### config.mk
export PLATFORM = sky130hd
export DESIGN_NAME = dbg_entry_ctrl
export DESIGN_NICKNAME = d
export VERILOG_FILES = /design/src/rtl/dbg_entry_pkg.sv /design/src/rtl/dbg_trace_counter.sv /design/src/rtl/dbg_cause_collector.sv /design/src/rtl/dbg_entry_fsm.sv /design/src/rtl/dbg_entry_ctrl.sv
export SDC_FILE = /design/constraint.sdc
export NUM_CORES = 1
export LEC_CHECK = 0
export ABC_AREA = 1
export ABC_CLOCK_PERIOD_IN_PS = 1700
export BUFFER_PORTS_ARGS = -buffer_cell sky130_fd_sc_hd__buf_4
export CAP_MARGIN = 20
export CELL_PAD_IN_SITES_DETAIL_PLACEMENT = 1
export CELL_PAD_IN_SITES_GLOBAL_PLACEMENT = 1
export CORE_MARGIN = 2
export CORE_UTILIZATION = 38
export CTS_BUF_LIST = sky130_fd_sc_hd__clkbuf_4 sky130_fd_sc_hd__clkbuf_8
export DETAILED_ROUTE_END_ITERATION = 16
export PLACE_DENSITY_LB_ADDON = 0.1
export SYNTH_ARGS = -nofsm -noshare
export SYNTH_HDL_FRONTEND = slang
export SYNTH_SLANG_ARGS = --single-unit
### constraint.sdc
create_clock -name clk -period 1.7 [get_ports clk]
set_input_delay 0.34 -clock clk [delete_from_list [all_inputs] [get_ports clk]]
set_output_delay 0.34 -clock clk [all_outputs]
set_load 0.02 [all_outputs]
### src/rtl/dbg_entry_pkg.sv
package dbg_entry_pkg;
    typedef enum logic [2:0] {
        ST_INIT,
        ST_RUN,
        ST_ARM,
        ST_BOOT_VEC,
        ST_BOOT_INS,
        ST_HALT
    } dbg_state_e;

    localparam int CAUSE_W = 5;
    localparam int C_HOST  = 0;
    localparam int C_LPWR  = 1;
    localparam int C_BKPT  = 2;
    localparam int C_TRACE = 3;
    localparam int C_RESET = 4;
endpackage

### src/rtl/dbg_trace_counter.sv
module dbg_trace_counter #(
    parameter int CNT_W = 16
) (
    input  logic             clk,
    input  logic             rst_n,
    input  logic             load_i,
    input  logic [CNT_W-1:0] load_val_i,
    input  logic             step_i,
    output logic [CNT_W-1:0] count_o,
    output logic             hit_o
);
    localparam logic [CNT_W-1:0] ONE = CNT_W'(1);

    logic [CNT_W-1:0] count_q;
    logic             at_zero;

    assign at_zero = (count_q == '0);
    assign hit_o   = step_i && !load_i && at_zero;
    assign count_o = count_q;

    always_ff @(posedge clk or negedge rst_n) begin
        if (!rst_n) begin
            count_q <= '0;
        end else if (load_i) begin
            count_q <= load_val_i;
        end else if (step_i && !at_zero) begin
            count_q <= count_q - ONE;
        end
    end


    dec_step_chk: assert property (@(posedge clk) disable iff (!rst_n)
        (step_i && !load_i && count_q != '0) |=> (count_q == $past(count_q) - ONE));


    load_wins_chk: assert property (@(posedge clk) disable iff (!rst_n)
        load_i |=> (count_q == $past(load_val_i)));
endmodule

### src/rtl/dbg_cause_collector.sv
module dbg_cause_collector
    import dbg_entry_pkg::*;
(
    input  logic               clk,
    input  logic               rst_n,
    input  logic [CAUSE_W-1:0] set_i,
    input  logic               clr_i,
    output logic [CAUSE_W-1:0] cause_o
);
    logic [CAUSE_W-1:0] cause_q;

    always_ff @(posedge clk or negedge rst_n) begin
        if (!rst_n) begin
            cause_q <= '0;
        end else if (clr_i) begin
            cause_q <= '0;
        end else begin
            cause_q <= cause_q | set_i;
        end
    end

    assign cause_o = cause_q;


    cause_sticky_chk: assert property (@(posedge clk) disable iff (!rst_n)
        !clr_i |=> ((cause_q & $past(cause_q)) == $past(cause_q)));
endmodule

### src/rtl/dbg_entry_fsm.sv
module dbg_entry_fsm
    import dbg_entry_pkg::*;
(
    input  logic               clk,
    input  logic               rst_n,
    input  logic               boot_req_i,
    input  logic               host_req_i,
    input  logic               lowpwr_i,
    input  logic               lat_valid_i,
    input  logic               retire_i,
    input  logic               abort_i,
    input  logic               bkpt_i,
    input  logic               force_en_i,
    input  logic               trace_hit_i,
    input  logic               go_i,
    output logic               exec_ok_o,
    output logic               halted_o,
    output logic               enter_o,
    output logic               wake_o,
    output logic [CAUSE_W-1:0] cause_set_o,
    output logic               cause_clr_o
);
    dbg_state_e         state_q, state_d;
    logic               enter_q, wake_q, wake_d;
    logic               bkpt_fire;
    logic [CAUSE_W-1:0] set_d;
    logic               clr_d;

    assign bkpt_fire = retire_i && bkpt_i && !abort_i && force_en_i;

    // state register and registered pulses
    always_ff @(posedge clk or negedge rst_n) begin
        if (!rst_n) begin
            state_q <= ST_INIT;
            enter_q <= 1'b0;
            wake_q  <= 1'b0;
        end else begin
            state_q <= state_d;
            enter_q <= (state_d == ST_HALT) && (state_q != ST_HALT);
            wake_q  <= wake_d;
        end
    end

    // next state, cause updates and outputs
    always_comb begin
        state_d = state_q;
        set_d   = '0;
        clr_d   = 1'b0;
        wake_d  = 1'b0;
        unique case (state_q)
            ST_INIT: begin
                if (boot_req_i) begin
                    set_d[C_RESET] = 1'b1;
                    state_d        = ST_BOOT_VEC;
                end else begin
                    state_d = ST_RUN;
                end
            end
            ST_RUN: begin
                if (host_req_i) begin
                    set_d[C_HOST] = 1'b1;
                    if (lowpwr_i) begin
                        set_d[C_LPWR] = 1'b1;
                        wake_d        = 1'b1;
                    end
                end
                if (bkpt_fire) set_d[C_BKPT] = 1'b1;
                if (trace_hit_i) begin
                    set_d[C_TRACE] = 1'b1;
                    state_d        = ST_HALT;
                end else if (host_req_i || bkpt_fire) begin
                    state_d = ST_ARM;
                end
            end
            ST_ARM: begin
                if (host_req_i)  set_d[C_HOST]  = 1'b1;
                if (bkpt_fire)   set_d[C_BKPT]  = 1'b1;
                if (trace_hit_i) set_d[C_TRACE] = 1'b1;
                if (trace_hit_i || lat_valid_i) state_d = ST_HALT;
            end
            ST_BOOT_VEC: begin
                if (lat_valid_i) state_d = ST_BOOT_INS;
            end
            ST_BOOT_INS: begin
                if (lat_valid_i) state_d = ST_HALT;
            end
            ST_HALT: begin
                if (go_i) begin
                    clr_d   = 1'b1;
                    state_d = ST_RUN;
                end
            end
            default: state_d = ST_INIT;
        endcase
    end

    assign exec_ok_o   = (state_q == ST_RUN) || (state_q == ST_ARM);
    assign halted_o    = (state_q == ST_HALT);
    assign enter_o     = enter_q;
    assign wake_o      = wake_q;
    assign cause_set_o = set_d;
    assign cause_clr_o = clr_d;


    wake_single_chk: assert property (@(posedge clk) disable iff (!rst_n)
        wake_q |=> !wake_q);


    wake_source_chk: assert property (@(posedge clk) disable iff (!rst_n)
        wake_q |-> $past(host_req_i && lowpwr_i));


    enter_pulse_chk: assert property (@(posedge clk) disable iff (!rst_n)
        enter_q |-> (halted_o && !$past(halted_o)));


    go_exit_chk: assert property (@(posedge clk) disable iff (!rst_n)
        (halted_o && go_i) |=> !halted_o);
endmodule

### src/rtl/dbg_entry_ctrl.sv
module dbg_entry_ctrl
    import dbg_entry_pkg::*;
#(
    parameter int CNT_W = 16
) (
    input  logic               clk,
    input  logic               rst_n,
    input  logic               boot_halt_req,
    input  logic               host_dbg_req,
    input  logic               lowpwr_state,
    input  logic               latch_valid,
    input  logic               instr_retire,
    input  logic               instr_abort,
    input  logic               bkpt_retire,
    input  logic               force_dbg_en,
    input  logic               trace_en,
    input  logic               trace_load,
    input  logic [CNT_W-1:0]   trace_load_val,
    input  logic               go_exit,
    output logic               halted,
    output logic               dbg_enter,
    output logic               wake_req,
    output logic [CAUSE_W-1:0] halt_cause,
    output logic [CNT_W-1:0]   trace_count
);
    logic               exec_ok;
    logic               trace_step;
    logic               trace_hit;
    logic [CAUSE_W-1:0] cause_set;
    logic               cause_clr;

    assign trace_step = instr_retire && !instr_abort && trace_en && exec_ok;

    dbg_trace_counter #(.CNT_W(CNT_W)) u_trace (
        .clk        (clk),
        .rst_n      (rst_n),
        .load_i     (trace_load),
        .load_val_i (trace_load_val),
        .step_i     (trace_step),
        .count_o    (trace_count),
        .hit_o      (trace_hit)
    );

    dbg_entry_fsm u_fsm (
        .clk         (clk),
        .rst_n       (rst_n),
        .boot_req_i  (boot_halt_req),
        .host_req_i  (host_dbg_req),
        .lowpwr_i    (lowpwr_state),
        .lat_valid_i (latch_valid),
        .retire_i    (instr_retire),
        .abort_i     (instr_abort),
        .bkpt_i      (bkpt_retire),
        .force_en_i  (force_dbg_en),
        .trace_hit_i (trace_hit),
        .go_i        (go_exit),
        .exec_ok_o   (exec_ok),
        .halted_o    (halted),
        .enter_o     (dbg_enter),
        .wake_o      (wake_req),
        .cause_set_o (cause_set),
        .cause_clr_o (cause_clr)
    );

    dbg_cause_collector u_cause (
        .clk     (clk),
        .rst_n   (rst_n),
        .set_i   (cause_set),
        .clr_i   (cause_clr),
        .cause_o (halt_cause)
    );


    cause_present_chk: assert property (@(posedge clk) disable iff (!rst_n)
        halted |-> (halt_cause != '0));


    abort_no_count_chk: assert property (@(posedge clk) disable iff (!rst_n)
        (instr_abort && !trace_load) |=> $stable(trace_count));


    halt_freeze_chk: assert property (@(posedge clk) disable iff (!rst_n)
        (halted && !trace_load) |=> $stable(trace_count));
endmodule

# ---- Word level (Yosys, flattened, before mapping)
# Cells that the tools add are included.
dict set report op_classes {
  n_eq_ne 7
  reduce_logical 20
  bitwise 1
  mux 25
  addsub 1
}
# operator count
set op_table {}
lappend op_table {{16-bit two-way mux} 2}
lappend op_table {{3-bit two-way mux} 6}
lappend op_table {{3-bit one-hot mux with 6 select lines} 1}
lappend op_table {{16-bit logical NOT} 1}
lappend op_table {{16-bit by 1-bit subtractor with 16-bit output (second input constant)} 1}
lappend op_table {{1-bit two-way mux} 11}
lappend op_table {{1-bit logical AND} 10}
lappend op_table {{3-bit equality test (second input constant)} 3}
lappend op_table {{3-bit by 2-bit equality test with 1-bit output (second input constant)} 2}
lappend op_table {{2-bit two-way mux} 3}
lappend op_table {{5-bit two-way mux} 1}
lappend op_table {{5-bit bitwise OR} 1}
lappend op_table {{3-bit by 1-bit equality test with 1-bit output (second input constant)} 1}
lappend op_table {{1-bit logical NOT} 3}
lappend op_table {{3-bit logical NOT} 1}
lappend op_table {{1-bit logical OR} 3}
lappend op_table {{3-bit inequality test (second input constant)} 1}
lappend op_table {{1-bit one-hot mux with 2 select lines} 1}
lappend op_table {{2-bit nonzero test} 1}
lappend op_table {{2-bit OR reduction} 1}
dict set report word_totals {
  regBits 26
  out_inout_bits 24
  in_bits 29
  word_cells 59
}

# ---- Longest topological paths before layout
dict set report logic_depth {
  word_depth 11
  depth_mapped 12
  depth_no_buf 12
}

# ---- Cells and area by module
# A second synthesis with hierarchy kept.
dict set report hier_totals {
  cells_unflattened 265
  area_unflattened_um2 1834.3
}
# mod area_per_inst_um2 instances seq_area_each_um2 cells_each
set by_module_without_submodules {}
lappend by_module_without_submodules {dbg_trace_counter 1286.2 1 400.4 187}
lappend by_module_without_submodules {dbg_entry_fsm 367.9 1 125.1 59}
lappend by_module_without_submodules {dbg_cause_collector 162.7 1 125.1 15}
lappend by_module_without_submodules {dbg_entry_ctrl 17.5 1 0.0 4}

# ---- Least setup slack after synthesis
# OpenSTA, ideal clock, no wires.
dict set report synth_timing {
  kind {register to register}
  startpoint {register u_trace.count_q[0], in the netlist u_trace.count_o[0]}
  endpoint {register u_trace.count_q[8], in the netlist u_trace.count_o[8]}
  arrival_ns 1.522
  path_buffers 0
  path_stages_with_launch 10
  setup_ns 0.122
  setup_slack_ns 0.056
  required_ns 1.578
  synth_period_minus_slack_ns 1.644
  cell_sequence {dfrtp_1 -> inv_1 -> ha_1 -> inv_1 -> nor3_4 -> nand2_2 -> nor2_2 -> nand2_1 -> o211ai_1 -> nand2_1}
}
dict set report synth_between {
  elab_chain_cells 4
  word_cells_on_any_way 7
  classes_between {add/sub: 1; mux: 2; reduce/logical: 4}
}
# item line_no
set synth_lines {}
lappend synth_lines {{start, declared} dbg_trace_counter.sv:14} ;# logic [CNT_W-1:0] count_q;
lappend synth_lines {{start signal, assigned} dbg_trace_counter.sv:25} ;# count_q <= load_val_i;
lappend synth_lines {{start signal, assigned} dbg_trace_counter.sv:27} ;# count_q <= count_q - ONE;
lappend synth_lines {{branches (longest 4 deep; another with 16-bit by 1-bit subtractor with 16-bit output)} n/a}
# Several ways; the timed one is not identified. The select of a mux whose other input is x is not followed.
# A chain may end at the register's enable or synchronous reset.

# ---- Worst setup path after layout
dict set report layout_timing {
  startpoint {register u_trace.count_q[1], in the netlist u_trace.count_o[1]}
  endpoint {register u_trace.count_q[8], in the netlist u_trace.count_o[8]}
}
# The elaborated chain is that of the path after synthesis.

==> results.py <==
metrics = {
    "setup_path": {
        "critPathCaptureType": "flop",
        "crit_arrival_ns": 1.83,
        "required_ns": 1.92,
        "crit_fanout": 3,
        "cp-start-kind": "flop",
        "path_class": "flop to flop",
    },
    "timing": {
        "relSlewSlack": 0.7616,
        "worst_slack_ns": 0.09056,
        "worst_pin_slew_ns": 0.3576,
        "period_share": 0.9467,
        "fmax_ghz": 0.6213,
        "rsz0062_at_grt": "true",
        "fin_crit_ns": 1.609,
        "hold_viol": 0,
        "setup_viol": 0,
        "slew_violations": 0,
        "finalClockSkew_ns": 0.007472,
    },
    "floorplan": {
        "rows": 25,
        "core_area_um2": 4661,
        "fp.dieArea_um2": 5336,
        "start_util": 0.3887,
        "io_pins": 53,
        "die_h_um": 73.05,
        "chipWidth_um": 73.05,
    },
    "synthesis": {
        "syn_inst": 252,
        "synth_fp_nets": 283,
        "syn_avg_cell_area_um2": 7.189,
        "synth_top_area_share": 0.3591,
        "synth_area_leaders": "dfrtp_1 36%, nand2_1 11%, nor2_1 7.0%, nand3_1 6.9%, inv_1 6.8%",
        "mappedNetlistArea_um2": 1812,
        "synth_area_leader_cell": "dfrtp_1",
        "yosysWarnings": 0,
        "ys_seq_area_frac": 0.3591,
        "synthDistinctLibCells": 28,
        "synth.ff_latch_count": 26,
    },
    "clock_network": {
        "cts_buffers": 3,
        "insertion_delay_ns": 0.28,
        "cts_tree": "yes",
        "h-tree-depth": 1,
        "cts_sinks": 26,
        "clockRootBuffer": "clkbuf_8",
        "cts_buffer_depth": 2,
        "path_clk_slew_ns": 0.11,
    },
    "power": {
        "leakage_nw": 1.246,
        "p_int_w": 0.001583,
        "pwr-share-seq": 0.342,
        "p_sw_frac": 0.4211,
        "ir_drop_uv": 470.3,
        "power.density_nw_per_um2": 1105,
        "p_clk_frac": 0.199,
        "comb_power_share": 0.459,
        "p_switching_w": 0.001152,
    },
    "routing": {
        "route.vias.total": 1884,
        "totalWireLength_um": 5487,
        "ant_nets": 0,
        "drt_pass1_iterations": 4,
        "drc_errors": 0,
        "viasPerCell": 5.037,
        "wl_per_cell_um": 14.67,
        "dr.first_iter.drc_count": 38,
    },
    "final_layout": {
        "nets": 352,
        "diodes": 0,
        "fin_util": 0.5310,
        "fillCellCount": 620,
        "layout-drive-gt1-share": 0.3688,
        "area_delta_synth_final_pct": 36.60,
        "fin_cells": 374,
    },
    "global_routing": {
        "grt_max_degree": 27,
        "track_usage": 0.2222,
        "grt-ovfl-total": 0,
        "grt_pass1_vias": 1942,
        "grt_pass1_wl_um": 9204,
        "antenna_found_initial": 0,
    },
    "placement": {
        "io_buffers": 52,
        "dp_slack_ns": 0.09036,
        "place_congestion": 0.8350,
        "hpwl_um": 4223,
        "dp.cells": 366,
    },
    "flow_run": {
        "maxCapViolCount": 0,
    },
    "worst_hold_path": {
        "hold_path_class": "input port to flop",
    },
    "run_status": {
        "status": "finished, final reports clean",
    },
}
-- routing by layer --
layer,routed length (µm),GRT usage,up-vias
met5,0,0,-
met4,29,0.04527,0
met3,206,0.03315,4
met2,2639,0.3674,40
met1,2612,0.3076,896
li1,-,-,944
-- state kept, by name, summed over array words and instances (netlist names) --
| name | count |
|---|---|
| u_trace.count_o | 16 |
| u_fsm.state_q | 3 |
| u_fsm.wake_o | 1 |
| u_cause.cause_o | 5 |
| u_fsm.enter_o | 1 |
-- final cells by class --
class                      instances  area, µm²  share of cell area
clock inverter                     1      30.03             0.01213
timing repair buffer              68      516.7              0.2088
sequential                        26      654.4              0.2644
multi-input combinational        184       1020              0.4120
tap                               54      67.56             0.02730
clock buffer                       3      41.29             0.01668
inverter                          38      145.1             0.05865
-- worst max-delay path, stage by stage (launching register included) --
cell	delay, ns
dfrtp_1	0.42
inv_2	0.09
ha_1	0.17
inv_1	0.08
nor3_4	0.15
nand2_2	0.12
nor2_4	0.11
nand2_1	0.08
o21ai_1	0.17
o211ai_2	0.10
nand2_1	0.07
-- cells in the final DEF, fill, tap and decap left out, types with 2 or more instances in the layout --
master / synthesis / final
xnor2_1: 2 / 2
xor2_1: 4 / 3
o21ai_0: 6 / 6
o21ai_1: 4 / 4
nor2_4: 1 / 4
nor3_1: 9 / 8
nor2_2: 12 / 11
nor3_2: 2 / 3
dfrtp_2: 0 / 3
dfrtp_1: 26 / 23
a21oi_1: 4 / 4
clkbuf_8: 0 / 3
nand2_1: 53 / 53
ha_1: 2 / 2
nand3_2: 3 / 3
inv_1: 33 / 30
inv_2: 5 / 7
o211ai_2: 3 / 3
o21ai_2: 3 / 3
nor2_1: 34 / 32
nand4_1: 6 / 6
nand2_2: 4 / 4
buf_4: 0 / 66
o211ai_1: 3 / 3
nand3_1: 25 / 25
-- timing repair --
item / 4_1_cts / 5_1_grt
hold buffers: 1 / 0
endpoints found under the hold margin: 26 / 0
endpoints found under the setup margin: 0 / 12
setup buffers: 0 / 3
gates resized for setup: 0 / 15
-- final timing paths --
path	start	to	slack, ns	cells past startpoint
worst max register to register	u_trace.count_o[1]	u_trace.count_o[8]	0.09	10
min in group asynchronous	rst_n	u_trace.count_o[11]	0.50	2
worst min-delay path	trace_load_val[6]	u_trace.count_o[6]	0.27	3
worst min register to register	u_cause.cause_o[3]	u_cause.cause_o[3]	0.52	2
max in group asynchronous	rst_n	u_trace.count_o[3]	0.91	2
worst max-delay path	u_trace.count_o[1]	u_trace.count_o[8]	0.09	10
-- Yosys cell counts --
library cell  number
clkbuf_1           3
nand2_4            1
a21oi_1            4
nand2_1           53
buf_12             1
nand3_1           25
nor3_2             2
xnor2_1            2
xor2_1             4
inv_1             33
o21ai_0            6
nand2_2            4
ha_1               2
nor3_4             1
o211ai_2           3
o21ai_1            4
nand3_2            3
inv_2              5
dfrtp_1           26
nor2_4             1
nor2_1            34
nor2_2            12
o211ai_1           3
nor3_1             9
o21ai_2            3
nand4_1            6
nor4_2             1
nand3_4            1
-- per-stage QoR --
stage	setup TNS (ns)	hold slack (ns)	power [W]	instance area (µm²)
3_5_place_dp	0	0.2806	0.002162	2328
3_3_place_gp	0	0.2754	0.002134	2328
4_1_cts	0	0.2688	0.002712	2410
6_report	0	0.2681	0.002735	2475
5_1_grt	-0.1663	0.2888	0.002932	2475
2_1_floorplan	0	0.04441	0.001680	1812
-- kinds of logic after synthesis --
kind of cell    Yosys count  synth area share
simple gates            153            0.4157
buf+inv                  42           0.09600
flops                    26            0.3591
fa+ha+maj                 2           0.01381
compound gates           23           0.08633
xor+xnor                  6           0.02901
-- power groups by stage --
| stage | registers [W] | clock network, W | logic (W) |
|---|---|---|---|
| after detailed placement | 0.000935 | 0 | 0.00123 |
| after floorplan | 0.00105 | 0 | 0.000630 |
| after global routing | 0.000961 | 0.000573 | 0.00140 |
| after CTS | 0.000926 | 0.000550 | 0.00124 |
| final | 0.000936 | 0.000544 | 0.00125 |
| after global placement | 0.000929 | 0 | 0.00121 |
Power figures use the tool's default switching activity.
